## src/rtl/exc_entry_seq.sv

```systemverilog
`timescale 1ns/1ps
module exc_entry_seq #(
  parameter int          W       = 32,
  parameter logic [W-1:0] UND_VEC = 32'h0000_0004,
  parameter logic [W-1:0] SWI_VEC = 32'h0000_0008,
  parameter logic [W-1:0] IRQ_VEC = 32'h0000_0018
) (
  input  logic         clk,
  input  logic         rst_n,
  input  logic [W-1:0] pc_in,
  input  logic [W-1:0] status_in,
  input  logic         irq_req,
  input  logic         swi_req,
  input  logic         und_req,
  output logic         halt_clr,
  output logic         lr_we,
  output logic [W-1:0] lr_data,
  output logic         spsr_we,
  output logic [W-1:0] spsr_data,
  output logic         status_we,
  output logic [W-1:0] status_data,
  output logic         mode_chg,
  output logic [4:0]   new_mode,
  output logic         pc_we,
  output logic [W-1:0] pc_target,
  output logic         flush
);
  localparam int         MASK_BIT = 7;
  localparam int         NARW_BIT = 5;
  localparam logic [4:0] M_IRQ = 5'h12;
  localparam logic [4:0] M_SVC = 5'h13;
  localparam logic [4:0] M_UND = 5'h1B;

  logic         irq_ok, take;
  logic [4:0]   mode_sel;
  logic [W-1:0] vec_sel, width, ret, nstat;
  logic         entry_q, wake_q;

  assign irq_ok = irq_req & ~status_in[MASK_BIT];
  assign take   = und_req | swi_req | irq_ok;
  assign width  = status_in[NARW_BIT] ? W'(2) : W'(4);

  always_comb begin
    if (und_req) begin
      mode_sel = M_UND;
      vec_sel  = UND_VEC;
      ret      = pc_in - width;
    end else if (swi_req) begin
      mode_sel = M_SVC;
      vec_sel  = SWI_VEC;
      ret      = pc_in - width;
    end else begin
      mode_sel = M_IRQ;
      vec_sel  = IRQ_VEC;
      ret      = pc_in - width + W'(4);
    end
    nstat           = status_in;
    nstat[4:0]      = mode_sel;
    nstat[NARW_BIT] = 1'b0;
    nstat[MASK_BIT] = 1'b1;
  end

  always_ff @(posedge clk) begin
    if (!rst_n) begin
      entry_q     <= 1'b0;
      wake_q      <= 1'b0;
      lr_data     <= '0;
      spsr_data   <= '0;
      status_data <= '0;
      new_mode    <= '0;
      pc_target   <= '0;
    end else begin
      entry_q <= take;
      wake_q  <= irq_req;
      if (take) begin
        lr_data     <= ret;
        spsr_data   <= status_in;
        status_data <= nstat;
        new_mode    <= mode_sel;
        pc_target   <= vec_sel;
      end
    end
  end

  assign halt_clr  = wake_q;
  assign lr_we     = entry_q;
  assign spsr_we   = entry_q;
  assign status_we = entry_q;
  assign mode_chg  = entry_q;
  assign pc_we     = entry_q;
  assign flush     = entry_q;

  p_wake_r1: assert property (@(posedge clk) disable iff (!rst_n)
    irq_req |=> halt_clr);
  p_masked_quiet_r2: assert property (@(posedge clk) disable iff (!rst_n)
    (irq_req && status_in[MASK_BIT] && !swi_req && !und_req) |=> !flush && !lr_we);
  p_irq_ret_r3: assert property (@(posedge clk) disable iff (!rst_n)
    (irq_req && !status_in[MASK_BIT] && !swi_req && !und_req) |=>
      lr_data == $past(pc_in) - ($past(status_in[NARW_BIT]) ? W'(2) : W'(4)) + W'(4));
  p_swi_ret_r4: assert property (@(posedge clk) disable iff (!rst_n)
    (swi_req && !und_req) |=>
      lr_data == $past(pc_in) - ($past(status_in[NARW_BIT]) ? W'(2) : W'(4)));
  p_und_vec_r5: assert property (@(posedge clk) disable iff (!rst_n)
    und_req |=> pc_we && pc_target == UND_VEC && new_mode == M_UND);
  p_spsr_copy_r6: assert property (@(posedge clk) disable iff (!rst_n)
    (und_req || swi_req || (irq_req && !status_in[MASK_BIT])) |=> spsr_data == $past(status_in));
  p_new_status_r7: assert property (@(posedge clk) disable iff (!rst_n)
    status_we |-> status_data[MASK_BIT] && !status_data[NARW_BIT] && status_data[4:0] == new_mode);
  p_prio_r8: assert property (@(posedge clk) disable iff (!rst_n)
    (swi_req && irq_req && !und_req) |=> new_mode == M_SVC);
endmodule

```

## config.mk

```make
export PLATFORM = sky130hd
export DESIGN_NAME = exc_entry_seq
export DESIGN_NICKNAME = d
export VERILOG_FILES = /design/src/rtl/exc_entry_seq.sv
export SDC_FILE = /design/constraint.sdc
export NUM_CORES = 1
export LEC_CHECK = 0
export ABC_AREA = 1
export BUFFER_PORTS_ARGS = -buffer_cell sky130_fd_sc_hd__buf_2
export CORE_ASPECT_RATIO = 1.75
export CORE_MARGIN = 5
export CORE_UTILIZATION = 45
export DETAILED_ROUTE_END_ITERATION = 16
export GPL_TIMING_DRIVEN = 0
export PLACE_DENSITY_LB_ADDON = 0.15
export REMOVE_ABC_BUFFERS = 1
export SYNTH_ARGS = -nofsm -noshare
export SYNTH_HDL_FRONTEND = slang
export SYNTH_SLANG_ARGS = --single-unit
```

## constraint.sdc

```tcl
create_clock -name clk -period 2.2 [get_ports clk]
set_clock_uncertainty 0.2 [all_clocks]
set_input_delay 0.22 -clock clk [delete_from_list [all_inputs] [get_ports clk]]
set_output_delay 0.22 -clock clk [all_outputs]
set_load 0.02 [all_outputs]
```

==> results of run 1 <==
## how the worst max path moves through the flow
stage,start,endpoint,depth (start not counted)
final,pc_in[1],lr_data[26],20
after CTS,pc_in[1],lr_data[26],21
after floorplan,und_req,lr_data[3],6
after global placement,und_req,lr_data[3],7
after global routing,pc_in[1],lr_data[30],20
after detailed placement,und_req,lr_data[3],7
## metrics by stage
step	setup WS, ns	cell area, um^2	util (%)
floorplan	-1.20	4600	-
global placement	-3.27	5640	50.8
detailed placement	-1.63	5650	50.9
CTS	-0.295	6630	59.7
global route	-0.395	6830	61.5
finish	-0.236	6830	61.5
## kinds of logic after synthesis
logic type,after synthesis
AO/OA/AOI/OAI,100
adder cells (fa/ha/maj),4
AND/OR/NAND/NOR,463
other,1
XOR/XNOR,12
buffers and inverters,160
flip-flops,71
## power groups by stage
stage | Combinational [uW] | Clock, uW | Sequential [uW]
after floorplan | 376 | 0 | 1650
after global placement | 893 | 0 | 1460
after detailed placement | 894 | 0 | 1460
after CTS | 988 | 1310 | 1440
after global routing | 1120 | 1360 | 1450
final | 1020 | 1280 | 1440
## worst max-delay path: cells and delay by family
kind                       cells  cell delay, ns
adders and majority gates      2            0.49
buffers and inverters          6            0.44
and+or+nand+nor               12            1.31
## layer usage
layer | GRT usage (%) | share of wire, % | vias up
li1 | - | - | 2836
met1 | 24.3 | 39 | 2378
met2 | 42.3 | 53 | 197
met3 | 3.75 | 5.2 | 27
met4 | 7.97 | 2.6 | 0
met5 | 0 | 0 | -
## layout by cell type (no fill, tap or decap), types with 2 or more instances in the layout
cell type,n
sky130_fd_sc_hd__clkbuf_16,9
sky130_fd_sc_hd__a21oi_1,22
sky130_fd_sc_hd__conb_1,32
sky130_fd_sc_hd__o21ai_0,63
sky130_fd_sc_hd__nand3_2,10
sky130_fd_sc_hd__xnor2_1,2
sky130_fd_sc_hd__nor2_2,19
sky130_fd_sc_hd__xor2_2,2
sky130_fd_sc_hd__nand2_2,27
sky130_fd_sc_hd__o21ai_1,7
sky130_fd_sc_hd__dfxtp_1,71
sky130_fd_sc_hd__dlygate4sd3_1,34
sky130_fd_sc_hd__nand2_8,2
sky130_fd_sc_hd__inv_1,61
sky130_fd_sc_hd__buf_2,174
sky130_fd_sc_hd__buf_6,6
sky130_fd_sc_hd__nand3_1,32
sky130_fd_sc_hd__buf_4,18
sky130_fd_sc_hd__nor2_4,26
sky130_fd_sc_hd__nand2_4,10
sky130_fd_sc_hd__nand3_4,4
sky130_fd_sc_hd__a21oi_2,2
sky130_fd_sc_hd__xor2_1,7
sky130_fd_sc_hd__nand3b_1,5
sky130_fd_sc_hd__inv_2,4
sky130_fd_sc_hd__clkbuf_1,4
sky130_fd_sc_hd__nand2_1,152
sky130_fd_sc_hd__nor2_1,150
sky130_fd_sc_hd__nand4_1,19
sky130_fd_sc_hd__inv_4,2
sky130_fd_sc_hd__o221ai_1,3
## registers in the layout, summed over array words and instances, names as in the netlist
register	flops
lr_data	32
spsr_data	32
new_mode	3
flush	1
pc_target	2
halt_clr	1
## area by class of cell
cell class | instances | area (um^2) | area share [%]
Clock buffer | 14 | 254 | 3.72
Clock inverter | 1 | 5.00 | 0.0733
Inverter | 68 | 264 | 3.87
Multi-Input combinational cell | 611 | 3300 | 48.3
Sequential cell | 71 | 1420 | 20.8
Tap cell | 132 | 165 | 2.42
Timing Repair Buffer | 232 | 1410 | 20.7
Timing Repair inverter | 1 | 5.00 | 0.0733
## timing repair
item                                    4_1_cts  5_1_grt
setup buffers                                18        4
cloned                                        1        0
endpoints found under the hold margin        35        1
gates resized for setup                      66       38
endpoints found under the setup margin       68       43
pin swaps                                    28       24
==> impl_metrics.yaml, run 1 <==
clock_tree:
  cts_buffer_depth: 2
  cts.reportedPaths.clkPinSlew_ns: 0.05
  clock_latency_ns: 0.32
  clock-root-buffer: "sky130_fd_sc_hd__clkbuf_16"
  cts_inserted_buffers: 9
  tritoncts_clock_tree: "built"
  cts_num_sinks: 71
  hold_buffers_post_cts: 34
  htree_levels: 3
synth:
  synthMuxAreaShare_pct: 0
  yosysTopAreaCell: "sky130_fd_sc_hd__dfxtp_1"
  yosysWarnings: 0
  synth_sequential_area_ratio_pct: 27.9
  syn-cell-area_um2: 5090
  synthesis.area_per_instance_um2: 6.28
  synth-edff-count: 0
  post_synth_fa_ha_maj_area_fraction_pct: 1.13
  synth_top_cells_by_count: "sky130_fd_sc_hd__nand2_1, sky130_fd_sc_hd__nor2_1, sky130_fd_sc_hd__dfxtp_1, sky130_fd_sc_hd__buf_4, sky130_fd_sc_hd__inv_1"
  post_synthesis_cells: 811
  synth.area.top_cells: "sky130_fd_sc_hd__dfxtp_1, sky130_fd_sc_hd__nand2_1, sky130_fd_sc_hd__nor2_1, sky130_fd_sc_hd__buf_4, sky130_fd_sc_hd__o21ai_0"
  synth-simple-area-share_pct: 41.4
  synth_compound_gate_area_share_pct: 10.4
  synth_xor_xnor_area_share_pct: 2.06
  ys_types: 37
  postSynthRegisterBits: 71
  yosysMostFrequentCell: "sky130_fd_sc_hd__nand2_1"
  synth-async-reset-ratio_pct: 0
  synth.top_cell.area_share_pct: 27.9
  ys_flop_type: "sky130_fd_sc_hd__dfxtp_1"
  largest_family_of_logic_cells_by_synthesized_area: "simple AND/OR/NAND/NOR gates"
global_route:
  grt_antenna_before_repair: 0
  globalRoute.totalOverflow: 0
  grt_pass1_wl_mm: 24.9
  grt_usage_pct: 22.2
  pin_count_of_the_biggest_net_entering_global_routing: 95
  first_global_vias: 5184
final_layout:
  design.final.nets: 1067
  num_antenna_cells: 0
  layout-drive-gt1-share_pct: 33.1
  layoutNonFillerInstCount: 1130
  num-fill-cells: 1064
  areaGrowthSynthToFinish_pct: 34.0
worst_setup_path:
  critPathSlowestCell: "sky130_fd_sc_hd__fa_2"
  path_cells: "buf_6, inv_4, ha_4, inv_4, fa_2, inv_1, nand2_2, nor2_4, buf_4, nand2_2, nand2_4, nand3_2, nor2_4, nand3_2, nor2_4, nand2_1, nand2_1, nand3_2, nand2_1, inv_1"
  critPathCaptureType: "register"
  timing.critical_path.slowest_cell_delay_ns: 0.36
  reg2regPathDepth: 2
  timing.critical_path.required_ns: 2.22
  crit_arrival_ns: 2.46
  rr_startpoint: "lr_data[9]"
  critical_path.max_fanout: 6
  timing.rr.end: "lr_data[9]"
  crit_path_start_kind: "input pin"
  crit_type: "in -> reg"
  regToRegSetupSlack_ns: 1.27
timing:
  period_needed_ns: 2.44
  period_share_pct: 111
  final_hold_violating_endpoints: 1
  worst_slew_pin_slew_ns: 0.897
  number_of_slew_limit_violations_in_the_final_report: 0
  setup_total_negative_slack_ns: -3.23
  worst_slack_ns: -0.236
  hold_slack_ns: -0.0386
  max-slew-margin-rel_pct: 40.2
  unrepaired_setup_endpoints_after_global_routing: "yes"
  fmaxAchievable_ghz: 0.411
  timing.final.setup_violations: 20
floorplan:
  fp.coreArea_um2: 11100
  fp.dieArea_um2: 13600
  design.portCount: 209
  rows: 51
  die_height_um: 151
  die_x_um: 90.4
  initial_utilization_pct: 45.9
drt:
  post_drt_wl_per_cell_um: 13.6
  number_of_nets_still_failing_antenna_checks_after_routing: 0
  routed_wl_mm: 15.4
  drt_first_pass_iters: 4
  via_cell_ratio: 4.81
  vias_post_dr: 5438
  drtIter0Drc: 196
  drcViolationCount: 0
place:
  port_buffers: 176
  sum_of_net_half_perimeters_after_detailed_placement_mm: 11.5
  place.detailed.instances: 1058
  gpl_wtd_cong: 0.858
min_path:
  worst_hold_path.num_cells: 3
  hold-path-endpoint: "spsr_data[5]"
  hold_start: "status_in[5]"
  min-delay-path-class: "in -> reg"
power:
  p_int_uw: 2520
  clock_power_share_pct: 34.2
  power_switching_share_pct: 32.6
  p_leak_uw: 0.00341
  cellPowerDensity_nw_per_um2: 546
  p_sw_uw: 1210
  ir_drop_uv: 563
  power.total_uw: 3730
  p_seq_share_pct: 38.5
  combPwrFrac_pct: 27.2
flow_run:
  drv_cap: 0
run_status:
  violations: "negative hold slack, negative setup slack"
  status: "finished with violations"
No activity file was read; power rests on OpenSTA's default activity.
==> run 2: changes to the inputs <==
--- a/config.mk
+++ b/config.mk
@@ -10,6 +10,7 @@
 export CORE_ASPECT_RATIO = 1.75
 export CORE_MARGIN = 5
 export CORE_UTILIZATION = 45
+export CTS_BUF_LIST = sky130_fd_sc_hd__clkbuf_8 sky130_fd_sc_hd__clkbuf_16
 export DETAILED_ROUTE_END_ITERATION = 16
 export GPL_TIMING_DRIVEN = 0
 export PLACE_DENSITY_LB_ADDON = 0.15
==> impl_metrics.yaml, run 2 (same netlist as run 1, synthesis figures left out) <==
floorplan:
  fp.coreArea_um2: 11100
  initial_utilization_pct: 45.9
  rows: 51
  die_x_um: 90.4
  fp.dieArea_um2: 13600
  design.portCount: 209
  die_height_um: 151
clock_tree:
  cts_inserted_buffers: 9
  tritoncts_clock_tree: "built"
  cts_buffer_depth: 2
  cts_num_sinks: 71
  htree_levels: 3
  clock-root-buffer: "sky130_fd_sc_hd__clkbuf_16"
  hold_buffers_post_cts: 34
  cts.reportedPaths.clkPinSlew_ns: 0.05
  clock_latency_ns: 0.32
timing:
  worst_slew_pin_slew_ns: 0.908
  setup_total_negative_slack_ns: -3.29
  worst_slack_ns: -0.237
  period_share_pct: 111
  final_hold_violating_endpoints: 1
  timing.final.setup_violations: 20
  number_of_slew_limit_violations_in_the_final_report: 0
  hold_slack_ns: -0.0372
  period_needed_ns: 2.44
  max-slew-margin-rel_pct: 39.4
  unrepaired_setup_endpoints_after_global_routing: "yes"
  fmaxAchievable_ghz: 0.410
drt:
  drtIter0Drc: 202
  number_of_nets_still_failing_antenna_checks_after_routing: 0
  post_drt_wl_per_cell_um: 13.7
  via_cell_ratio: 4.82
  vias_post_dr: 5451
  drcViolationCount: 0
  routed_wl_mm: 15.4
  drt_first_pass_iters: 4
final_layout:
  final_core_utilization_pct: 61.5
  num-fill-cells: 1064
  layout-drive-gt1-share_pct: 33.1
  areaGrowthSynthToFinish_pct: 34.0
  largest_registers: "lr_data x32, spsr_data x32, new_mode x3"
  most-common-layout-cells: "sky130_fd_sc_hd__buf_2, sky130_fd_sc_hd__nand2_1, sky130_fd_sc_hd__nor2_1, sky130_fd_sc_hd__dfxtp_1, sky130_fd_sc_hd__inv_1"
  design.final.nets: 1067
  num_antenna_cells: 0
  most_common_cell_after_layout_fill_and_taps_aside: "sky130_fd_sc_hd__buf_2"
run_status:
  status: "finished with violations"
  violations: "negative hold slack, negative setup slack"
place:
  dp_slack_ns: -1.63
  sum_of_net_half_perimeters_after_detailed_placement_mm: 11.5
  port_buffers: 176
  gpl_wtd_cong: 0.858
power:
  p_leak_uw: 0.00343
  ir_drop_uv: 566
  cellPowerDensity_nw_per_um2: 543
worst_setup_path:
  crit_type: "in -> reg"
  crit_arrival_ns: 2.46
  critPathCaptureType: "register"
  cp.buffers_inverters: 6
  critPathSlowestCell: "sky130_fd_sc_hd__fa_2"
  cp_top_delay_family: "simple AND/OR/NAND/NOR gates"
  crit_path_start_kind: "input pin"
  critical_path.max_fanout: 6
  timing.critical_path.required_ns: 2.22
  path_cells: "buf_6, inv_4, ha_4, inv_4, fa_2, inv_1, nand2_2, nor2_4, buf_4, nand2_2, nand2_4, nand3_2, nor2_4, nand3_2, nor2_4, nand2_1, nand2_1, nand3_2, nand2_1, inv_1"
  timing.critical_path.slowest_cell_delay_ns: 0.36
global_route:
  pin_count_of_the_biggest_net_entering_global_routing: 95
  globalRoute.totalOverflow: 0
  grt_antenna_before_repair: 0
  grt_pass1_wl_mm: 24.9
  first_global_vias: 5185
  grt_usage_pct: 22.2
flow_run:
  drv_cap: 0
min_path:
  min-delay-path-class: "in -> reg"
run 2: cell types whose count changed in the layout (fill, tap and decap cells not counted):
cell / before / now
sky130_fd_sc_hd__clkbuf_1: 4 / 0
sky130_fd_sc_hd__inv_1: 61 / 65
run 2: cell type report:
cell class,instances,area [um^2],share of cell area (%)
flip-flops and latches,71,1420,20.8
multi-input cells,611,3300,48.3
inverters,68,264,3.87
clock inverters,5,20.0,0.293
clock buffers,10,239,3.50
repair inverters,1,5.00,0.0733
well taps,132,165,2.42
repair buffers,232,1410,20.7
run 2: layer usage:
layer | track usage, % | up-vias | routed length [um]
met2 | 42.3 | 183 | 8210
met3 | 3.75 | 25 | 756
met5 | 0 | - | 0
li1 | - | 2838 | -
met4 | 7.97 | 0 | 368
met1 | 24.3 | 2405 | 6110
run 2: report_power, final:
group          total (uW)  internal, uW  switching, uW  leakage (uW)
Clock                1250           767            488      0.000143
Sequential           1440          1390           52.0      0.000592
Combinational        1020           343            674       0.00269
Total                3710          2500           1210       0.00343
run 2: what timing repair did:
action                                  4_1_cts  5_1_grt
cloned                                        1        0
setup buffers                                18        4
resized for setup                            66       38
pin swaps                                    28       24
endpoints found under the setup margin       68       43
endpoints found under the hold margin        35        1
run 2: stage by stage:
step	power [uW]	cells	cell area [um^2]
2_1_floorplan	2020	750	4600
3_3_place_gp	2350	1058	5640
3_5_place_dp	2360	1058	5650
4_1_cts	3710	1126	6630
5_1_grt	3910	1130	6830
6_report	3710	1130	6830
run 2: worst register-to-register path: stages, from the launching register on:
cell	delay [ns]
sky130_fd_sc_hd__dfxtp_1	0.32
sky130_fd_sc_hd__o221ai_1	0.24
sky130_fd_sc_hd__inv_1	0.06
run 2: path summary, 6_finish.rpt:
| kind | slack (ns) | cells after the start | from | end |
|---|---|---|---|---|
| max | -0.24 | 20 | pc_in[1] | lr_data[26] |
| min | -0.04 | 3 | status_in[5] | spsr_data[5] |
| max reg2reg | 1.27 | 2 | lr_data[9] | lr_data[9] |
| min reg2reg | 0.26 | 2 | spsr_data[7] | spsr_data[7] |
==> run 3: changes to the inputs <==
--- a/config.mk
+++ b/config.mk
@@ -5,11 +5,10 @@
 export SDC_FILE = /design/constraint.sdc
 export NUM_CORES = 1
 export LEC_CHECK = 0
-export ABC_AREA = 1
 export BUFFER_PORTS_ARGS = -buffer_cell sky130_fd_sc_hd__buf_2
 export CORE_ASPECT_RATIO = 1.75
 export CORE_MARGIN = 5
-export CORE_UTILIZATION = 45
+export CORE_UTILIZATION = 43
 export CTS_BUF_LIST = sky130_fd_sc_hd__clkbuf_8 sky130_fd_sc_hd__clkbuf_16
 export DETAILED_ROUTE_END_ITERATION = 16
 export GPL_TIMING_DRIVEN = 0
==> impl_metrics.yaml, run 3 <==
place:
  place.detailed.instances: 829
  gpl_wtd_cong: 0.878
  port_buffers: 176
  dpl-instance-area_um2: 5030
  dp_slack_ns: -2.59
  sum_of_net_half_perimeters_after_detailed_placement_mm: 10.0
synth:
  yosysMostFrequentCell: "sky130_fd_sc_hd__nand2_1"
  synthesis.area_per_instance_um2: 7.60
  synth-edff-count: 0
  synth.area.top_cells: "sky130_fd_sc_hd__dfxtp_1, sky130_fd_sc_hd__buf_4, sky130_fd_sc_hd__nand2_1, sky130_fd_sc_hd__a21oi_1, sky130_fd_sc_hd__xnor2_1"
  syn-cell-area_um2: 4490
  yosysTopAreaCell: "sky130_fd_sc_hd__dfxtp_1"
  synth_sequential_area_ratio_pct: 31.7
  post_synthesis_cells: 591
  yosysWarnings: 0
  ys_types: 69
  synth-async-reset-ratio_pct: 0
  synth_top_cells_by_count: "sky130_fd_sc_hd__nand2_1, sky130_fd_sc_hd__buf_4, sky130_fd_sc_hd__dfxtp_1, sky130_fd_sc_hd__a21oi_1, sky130_fd_sc_hd__nor2_1"
  ys_flop_type: "sky130_fd_sc_hd__dfxtp_1"
  synth.top_cell.area_share_pct: 31.7
  postSynthRegisterBits: 71
worst_setup_path:
  timing.rr.end: "lr_data[4]"
  critPathSlowestCell: "sky130_fd_sc_hd__or4_4"
  timing.critical_path.slowest_cell_delay_ns: 0.47
  rr_startpoint: "lr_data[4]"
  crit_arrival_ns: 3.16
  reg2regPathDepth: 3
  cp_top_delay_family: "simple AND/OR/NAND/NOR gates"
  cp.buffers_inverters: 5
  regToRegSetupSlack_ns: 1.23
  timing.critical_path.required_ns: 2.24
  crit_type: "in -> reg"
  critical_path.max_fanout: 6
  critical_path_s_most_frequent_cell: "sky130_fd_sc_hd__or4_4"
  path_depth: 14
  critPathCaptureType: "register"
  crit_path_start_kind: "input pin"
  path_cells: "buf_6, inv_4, ha_4, inv_2, fa_2, or4_4, buf_12, buf_4, or4_4, nand3_4, nand4_4, o311a_1, or3_4, a21oi_2"
timing:
  max-slew-margin-rel_pct: 40.7
  worst_slack_ns: -0.917
  final_hold_violating_endpoints: 0
  timing.final.setup_violations: 26
  worst_slew_pin_slew_ns: 0.889
  setup_total_negative_slack_ns: -17.82
  period_needed_ns: 3.12
  number_of_slew_limit_violations_in_the_final_report: 0
  fmaxAchievable_ghz: 0.321
  unrepaired_setup_endpoints_after_global_routing: "yes"
  period_share_pct: 142
final_layout:
  num-fill-cells: 896
  final_area_um2: 6320
  layout-drive-gt1-share_pct: 37.2
  areaGrowthSynthToFinish_pct: 40.9
  design.final.nets: 855
  layoutNonFillerInstCount: 913
  most-common-layout-cells: "sky130_fd_sc_hd__buf_2, sky130_fd_sc_hd__nand2_1, sky130_fd_sc_hd__dfxtp_1, sky130_fd_sc_hd__a21oi_1, sky130_fd_sc_hd__nor2_1"
  most_common_cell_after_layout_fill_and_taps_aside: "sky130_fd_sc_hd__buf_2"
  num_antenna_cells: 0
  largest_registers: "lr_data x32, spsr_data x32, new_mode x3"
floorplan:
  die_height_um: 145
  die_x_um: 87.2
  fp.coreArea_um2: 10200
  initial_utilization_pct: 43.8
  fp.dieArea_um2: 12700
  rows: 49
  design.portCount: 209
clock_tree:
  cts.reportedPaths.clkPinSlew_ns: 0.06
  clock_latency_ns: 0.33
  clock-root-buffer: "sky130_fd_sc_hd__clkbuf_16"
  cts_buffer_depth: 2
  htree_levels: 3
  cts_num_sinks: 71
  cts_inserted_buffers: 9
  tritoncts_clock_tree: "built"
global_route:
  pin_count_of_the_biggest_net_entering_global_routing: 62
  grt_usage_pct: 21.7
  globalRoute.totalOverflow: 0
  grt_antenna_before_repair: 0
  grt_pass1_wl_mm: 22.4
  first_global_vias: 4494
drt:
  number_of_nets_still_failing_antenna_checks_after_routing: 0
  drtIter0Drc: 165
  via_cell_ratio: 5.19
  drt_first_pass_iters: 5
  drcViolationCount: 0
  post_drt_wl_per_cell_um: 15.9
  vias_post_dr: 4735
  routed_wl_mm: 14.5
power:
  p_leak_uw: 0.00291
  ir_drop_uv: 480
  cellPowerDensity_nw_per_um2: 613
min_path:
  hold_start: "status_in[5]"
  hold-path-endpoint: "lr_data[1]"
  min-delay-path-class: "in -> reg"
  worst_hold_path.num_cells: 3
flow_run:
  drv_cap: 0
run_status:
  violations: "negative setup slack"
  status: "finished with violations"
## run 3: changes by cell type in the layout (fill, tap and decap cells not counted), sizes merged, moves of 21 or more
cell,before,now
nor2,196,41
nand2,191,104
inv,71,8
o21ai,71,18
a21oi,25,58
nand3,46,25
## run 3: final cells by class
cell class / instances / area, um^2 / area share, %
Multi-Input combinational cell: 443 / 2800 / 44.3
Tap cell: 127 / 159 / 2.51
Clock buffer: 10 / 239 / 3.78
Sequential cell: 71 / 1420 / 22.5
Timing Repair Buffer: 248 / 1590 / 25.1
Clock inverter: 5 / 82.6 / 1.31
Inverter: 9 / 37.5 / 0.594
## run 3: worst max path at each step
stage,endpoint,start,slack (ns)
after floorplan,lr_data[23],pc_in[1],-1.55
after global placement,lr_data[23],status_in[5],-2.84
after detailed placement,lr_data[26],status_in[5],-2.59
after CTS,lr_data[23],pc_in[1],-1.06
after global routing,lr_data[23],pc_in[12],-1.02
final,lr_data[23],pc_in[1],-0.92
## run 3: metal layers
| metal | wire (um) | global-route usage (%) | vias up | part of all wire, % |
|---|---|---|---|---|
| li1 | - | - | 2328 | - |
| met1 | 5510 | 24.9 | 2159 | 38 |
| met2 | 7490 | 38.7 | 213 | 52 |
| met3 | 1060 | 3.12 | 35 | 7.3 |
| met4 | 452 | 9.22 | 0 | 3.1 |
| met5 | 0 | 0 | - | 0 |
## run 3: timing repair
action,4_1_cts,5_1_grt
buffers inserted,26,8
pin swaps,30,21
setup endpoints to repair,27,27
hold buffers,35,0
gates resized for setup,61,22
endpoints found under the hold margin,36,0
## run 3: stage by stage
step                hold slack (ns)  total power (uW)  util [%]
floorplan                    0.0993              1910         -
global placement              0.236              2200      48.6
detailed placement            0.238              2220      49.1
CTS                          0.0310              3890      60.2
global route                 0.0635              4040      61.8
finish                       0.0447              3870      61.8
## run 3: cells by family (layout without fill, tap and decap cells)
group / after synthesis / after routing / share of synthesized area (%)
mux: 5 / 5 / 1.14
simple gates: 256 / 256 / 28.3
fa+ha+maj: 4 / 4 / 1.28
xor+xnor: 29 / 29 / 5.66
other cells: 1 / 32 / 0.0835
compound gates: 117 / 117 / 16.1
flops: 71 / 71 / 31.7
buf+inv: 108 / 272 / 15.8
## run 3: worst register-to-register path, delay by kind of cell (launching register included)
| kind | cells | cell delay, ns |
|---|---|---|
| AO/OA/AOI/OAI | 2 | 0.20 |
| flip-flops | 1 | 0.31 |
| AND/OR/NAND/NOR | 1 | 0.15 |
## run 3: where the power goes
| group | total, uW | internal, uW | switching (uW) |
|---|---|---|---|
| clock | 1560 | 1020 | 546 |
| combinational | 887 | 325 | 562 |
| sequential | 1420 | 1370 | 48.3 |
| total | 3870 | 2720 | 1160 |
